===== src/rtl/wh_arb_pkg.sv =====
package wh_arb_pkg;

    typedef enum logic {
        ARB_IDLE   = 1'b0,
        ARB_LOCKED = 1'b1
    } arb_state_e;

endpackage


===== src/rtl/wh_rr_pick.sv =====
module wh_rr_pick #(
    parameter int N_IN = 4,
    localparam int IW  = (N_IN > 1) ? $clog2(N_IN) : 1
) (
    input  logic [N_IN-1:0] cand,
    input  logic [IW-1:0]   ptr,
    output logic            found,
    output logic [IW-1:0]   win_idx
);

    always_comb begin
        found   = 1'b0;
        win_idx = '0;
        for (int k = 0; k < N_IN; k++) begin
            int idx;
            idx = int'(ptr) + k;
            if (idx >= N_IN) begin
                idx = idx - N_IN;
            end
            if (!found && cand[idx]) begin
                found   = 1'b1;
                win_idx = IW'(idx);
            end
        end
    end

endmodule


===== src/rtl/wh_credit_ctr.sv =====
module wh_credit_ctr #(
    parameter int DEPTH = 4,
    localparam int CW   = $clog2(DEPTH + 1)
) (
    input  logic          clk,
    input  logic          rst_n,
    input  logic          inc,
    input  logic          dec,
    output logic [CW-1:0] count,
    output logic          avail
);

    always_ff @(posedge clk or negedge rst_n) begin
        if (!rst_n) begin
            count <= CW'(DEPTH);
        end else begin
            unique case ({inc, dec})
                2'b10:   count <= count + 1'b1;
                2'b01:   count <= count - 1'b1;
                default: count <= count;
            endcase
        end
    end

    assign avail = (count != '0);

endmodule


===== src/rtl/wh_out_arbiter.sv =====
module wh_out_arbiter
    import wh_arb_pkg::*;
#(
    parameter int N_IN   = 4,
    parameter int FLIT_W = 32,
    parameter int DEPTH  = 4,
    localparam int IW    = (N_IN > 1) ? $clog2(N_IN) : 1,
    localparam int CW    = $clog2(DEPTH + 1)
) (
    input  logic                   clk,
    input  logic                   rst_n,
    input  logic [N_IN-1:0]        in_req,
    input  logic [N_IN-1:0]        in_head,
    input  logic [N_IN-1:0]        in_tail,
    input  logic [N_IN*FLIT_W-1:0] in_data,
    input  logic                   credit_ret,
    output logic [N_IN-1:0]        grant,
    output logic                   out_valid,
    output logic                   out_head,
    output logic                   out_tail,
    output logic [FLIT_W-1:0]      out_data
);

    arb_state_e      state_q, state_d;
    logic [IW-1:0]   owner_q, owner_d;
    logic [IW-1:0]   ptr_q, ptr_d;
    logic [N_IN-1:0] head_cand;
    logic            win_found;
    logic [IW-1:0]   win_idx;
    logic [IW-1:0]   sel_idx;
    logic            xfer;
    logic            sel_tail;
    logic            credit_ok;
    logic [CW-1:0]   credits_q;
    logic [FLIT_W-1:0] lane [N_IN];

    function automatic logic [IW-1:0] next_idx(input logic [IW-1:0] idx);
        if (int'(idx) == N_IN - 1) begin
            return '0;
        end
        return idx + 1'b1;
    endfunction

    genvar g;
    generate
        for (g = 0; g < N_IN; g++) begin : g_lane
            assign lane[g] = in_data[g*FLIT_W +: FLIT_W];
        end
    endgenerate

    assign head_cand = in_req & in_head;

    wh_rr_pick #(.N_IN(N_IN)) u_pick (
        .cand    (head_cand),
        .ptr     (ptr_q),
        .found   (win_found),
        .win_idx (win_idx)
    );

    wh_credit_ctr #(.DEPTH(DEPTH)) u_credit (
        .clk   (clk),
        .rst_n (rst_n),
        .inc   (credit_ret),
        .dec   (xfer),
        .count (credits_q),
        .avail (credit_ok)
    );

    // State register process
    always_ff @(posedge clk or negedge rst_n) begin
        if (!rst_n) begin
            state_q <= ARB_IDLE;
            owner_q <= '0;
            ptr_q   <= '0;
        end else begin
            state_q <= state_d;
            owner_q <= owner_d;
            ptr_q   <= ptr_d;
        end
    end

    // Next-state process: CLAIM, SOLO, STREAM, RELEASE
    always_comb begin
        state_d = state_q;
        owner_d = owner_q;
        ptr_d   = ptr_q;
        unique case (state_q)
            ARB_IDLE: begin
                if (xfer && !sel_tail) begin
                    state_d = ARB_LOCKED;
                    owner_d = win_idx;
                end else if (xfer) begin
                    ptr_d = next_idx(win_idx);
                end
            end
            ARB_LOCKED: begin
                if (xfer && sel_tail) begin
                    state_d = ARB_IDLE;
                    ptr_d   = next_idx(owner_q);
                end
            end
            default: state_d = ARB_IDLE;
        endcase
    end

    // Output process: select, transfer and grant
    always_comb begin
        sel_idx = owner_q;
        xfer    = 1'b0;
        unique case (state_q)
            ARB_IDLE: begin
                sel_idx = win_idx;
                xfer    = win_found && credit_ok;
            end
            ARB_LOCKED: begin
                sel_idx = owner_q;
                xfer    = in_req[owner_q] && credit_ok;
            end
            default: begin
                sel_idx = owner_q;
                xfer    = 1'b0;
            end
        endcase
        sel_tail = in_tail[sel_idx];
        grant    = '0;
        if (xfer) begin
            grant[sel_idx] = 1'b1;
        end
    end

    // Link register
    always_ff @(posedge clk or negedge rst_n) begin
        if (!rst_n) begin
            out_valid <= 1'b0;
            out_head  <= 1'b0;
            out_tail  <= 1'b0;
            out_data  <= '0;
        end else begin
            out_valid <= xfer;
            if (xfer) begin
                out_head <= in_head[sel_idx];
                out_tail <= sel_tail;
                out_data <= lane[sel_idx];
            end
        end
    end

endmodule


===== config.mk =====
export PLATFORM = sky130hd
export DESIGN_NAME = wh_out_arbiter
export DESIGN_NICKNAME = d
export VERILOG_FILES = /design/src/rtl/wh_arb_pkg.sv /design/src/rtl/wh_rr_pick.sv /design/src/rtl/wh_credit_ctr.sv /design/src/rtl/wh_out_arbiter.sv
export SDC_FILE = /design/constraint.sdc
export NUM_CORES = 1
export LEC_CHECK = 0
export BUFFER_PORTS_ARGS = -buffer_cell sky130_fd_sc_hd__buf_2
export CELL_PAD_IN_SITES_DETAIL_PLACEMENT = 0
export CELL_PAD_IN_SITES_GLOBAL_PLACEMENT = 1
export CORE_MARGIN = 4
export CORE_UTILIZATION = 29
export CTS_CLUSTER_DIAMETER = 200
export CTS_CLUSTER_SIZE = 30
export DETAILED_ROUTE_END_ITERATION = 12
export PLACE_DENSITY = 0.74
export SETUP_SLACK_MARGIN = 0.1
export SYNTH_ARGS = -nofsm -noshare
export SYNTH_HDL_FRONTEND = slang
export SYNTH_SLANG_ARGS = --single-unit

===== constraint.sdc =====
create_clock -name clk -period 2.3 [get_ports clk]
set_input_delay 0.115 -clock clk [delete_from_list [all_inputs] [get_ports clk]]
set_output_delay 0.115 -clock clk [all_outputs]
set_load 0.01 [all_outputs]

==> reports/qor.txt <==
status -> finished, final reports clean
warnings from Yosys -> 0
dpl cell area -> 4850 um^2
multi-input logic area -> 2440 um^2
Async SR Flop Fraction -> 100%
Routed WL per cell -> 17.9 um
DRC viols -> 0
share of cells above drive strength 1 -> 36.2%
final net count -> 807
Final GP Congestion -> 0.885
Primary FF master, synth -> dfrtp_1
Iteration-0 DRC Markers -> 302
TritonCTS Sinks -> 43
power density cells -> 1360 nW/um^2
drt total wl -> 15000 um
Max Root-Sink Buffers -> 2
Final Max Slew Viols -> 0
Die ar. -> 14700 um^2
die height -> 121 um
Crit Path Max Fanout -> 40
DIE WIDTH -> 121 um
most common cell after layout, fill and taps aside -> buf_2
CP peak stage delay -> 0.51 ns
CTS Buf Count -> 5
Total Routing Usage GR -> 19.7%
Max Cap Viol -> 0
fmax -> 0.470 GHz
cell family with most CP delay -> multiplexers
sequential share of the synthesized area -> 28.9%
global-route wire length before repair -> 23200 um
synthesized flop and latch total -> 43
Final min period -> 2.13 ns
Worst setup EP type -> primary output
clk_lat worst skew -> 0.29 ns
cells after synthesis -> 496
final setup vio count -> 0
vias in the first global route -> 4497
Filler cells -> 1352
cell chain of the critical path -> mux4_2, nand2b_4, o211ai_4, buf_8, nor3_1, buf_2
Worst Skew -> 0.00632 ns
vias -> 4585
Root Driver -> clkbuf_16
Core Box Area -> 12600 um^2
initial antenna violation count -> 1
# rows -> 41
max-slew headroom at the worst pin -> 60.5%
Setup crit start kind -> flip-flop
Final ANT Viol Nets -> 0
EDFF count, synth -> 0
post-synth cell types -> 51
CP Class -> flip-flop to primary output
via-per-instance ratio -> 5.48
Initial DRT Pass Iterations -> 6
unrepaired setup endpoints after global routing -> yes
PortBufs -> 181
Worst path slowest cell -> mux4_2
peak supply drop -> 0.581 mV
commonest non-fill, non-tap cells in the layout -> 181 x buf_2, 105 x nand2_1, 70 x nor3_1
Mean Syn Cell Area -> 7.51 um^2
Leakage -> 2.24 nW
GRT overflow -> 0
synthesized area -> 3720 um^2
post-route cell area -> 5070 um^2
dpl hpwl -> 11000 um
Hold Worst Slack -> 0.178 ns
Worst Max-Slew Pin Slew -> 0.591 ns
CP arrival -> 2.01 ns
Hold Crit Class -> primary input to flip-flop
endpoints failing hold -> 0
Syn Nets -> 641
Final Cycle Share -> 92.5%
WP data required -> 2.18 ns
htree depth -> 2
largest net degree at the start of global routing -> 41
Worst-path clk slew -> 0.06 ns
Fin Setup TNS -> 0 ns
Starting Density -> 29.5%
I/O pins -> 182
area grow syn2layout -> 36.0%
CTS tree -> yes
CP bufs+invs -> 2
Sequential cell area -> 1080 um^2
-- flip-flops by register name (all words and copies together), names as in the netlist, named ones only --
register	cells
owner_q	2
out_head	1
ptr_q	2
out_valid	1
out_tail	1
out_data	32
u_credit.count	3
-- cell families (layout without fill, tap and decap cells) --
logic type      count (synthesis)  in the layout  synth area share [%]
simple gates                  227            227                  27.8
compound gates                156            156                  31.4
buf+inv                        57            224                  7.32
flops                          43             43                  28.9
mux                             8              8                  2.96
xor+xnor                        3              3                 0.706
fa+ha+maj                       2              2                 0.873
other cells                     0              1                     0
-- final timing paths --
| kind | start | endpoint | slack, ns | cells past startpoint |
|---|---|---|---|---|
| hold / removal | in_data[14] | out_data[14] | 0.18 | 3 |
| hold reg to reg | out_data[2] | out_data[2] | 0.47 | 2 |
| max in group asynchronous | rst_n | out_data[1] | 1.36 | 3 |
| setup / recovery | owner_q[0] | grant[3] | 0.17 | 6 |
| min in group asynchronous | rst_n | out_data[14] | 0.28 | 2 |
| setup reg to reg | ptr_q[1] | owner_q[0] | 0.21 | 7 |
-- power breakdown --
part | internal (mW) | switching (mW)
Combinational | 1.91 | 2.85
Sequential | 1.20 | 0.244
Clock | 0.405 | 0.298
-- synthesized netlist by cell type, types with 3 or more instances --
cell / n / share of area (%)
o31ai_1: 33 / 6.7
and2_1: 4 / 0.67
buf_2: 23 / 3.1
a31oi_1: 33 / 5.5
inv_1: 4 / 0.40
a21oi_1: 5 / 0.67
clkbuf_1: 22 / 2.2
o21ai_0: 23 / 3.1
a221o_1: 33 / 8.9
buf_4: 4 / 0.81
o21ai_1: 13 / 1.7
nand2_1: 105 / 11
nand3_1: 34 / 4.6
dfrtp_1: 42 / 28
mux2_2: 3 / 0.91
nor3_1: 70 / 9.4
-- layer usage --
metal / vias up / track usage [%] / wire (um)
li1: 2205 / - / -
met1: 2114 / 24.6 / 6270
met2: 240 / 33.8 / 7110
met3: 26 / 4.01 / 1240
met4: 0 / 6.93 / 332
met5: - / 0 / 0
-- stage by stage --
step | std cells | setup slack [ns] | total power [mW] | util [%]
2_1_floorplan | 496 | 0.0998 | 4.65 | -
3_3_place_gp | 823 | 0.150 | 6.05 | 38.4
3_5_place_dp | 823 | 0.0464 | 6.14 | 38.4
4_1_cts | 832 | 0.0835 | 6.92 | 39.8
5_1_grt | 836 | 0.0941 | 7.49 | 40.2
6_report | 836 | 0.173 | 6.91 | 40.2
-- cell type report --
type | instances | area share [%]
antenna | 1 | 0.0494
clock buffer | 8 | 2.69
inverter | 6 | 0.444
multi-input combinational | 396 | 48.1
sequential | 43 | 21.3
tap | 172 | 4.25
timing repair buffer | 210 | 23.2
-- worst register-to-register path, cell delays in order, from the launching register on --
cell,delay [ns]
dfrtp_2,0.43
and3_2,0.23
o22ai_4,0.18
buf_6,0.32
nand3_1,0.14
nand4_1,0.13
a21boi_1,0.21
mux2_1,0.33
-- repair_timing --
action / 4_1_cts / 5_1_grt
buffers inserted: 0 / 3
pin swaps: 0 / 7
resized for setup: 5 / 7
setup endpoints to repair: 9 / 12
hold endpoints to repair: 9 / 0
hold buffers: 1 / 0
No activity file was read; power rests on OpenSTA's default activity.
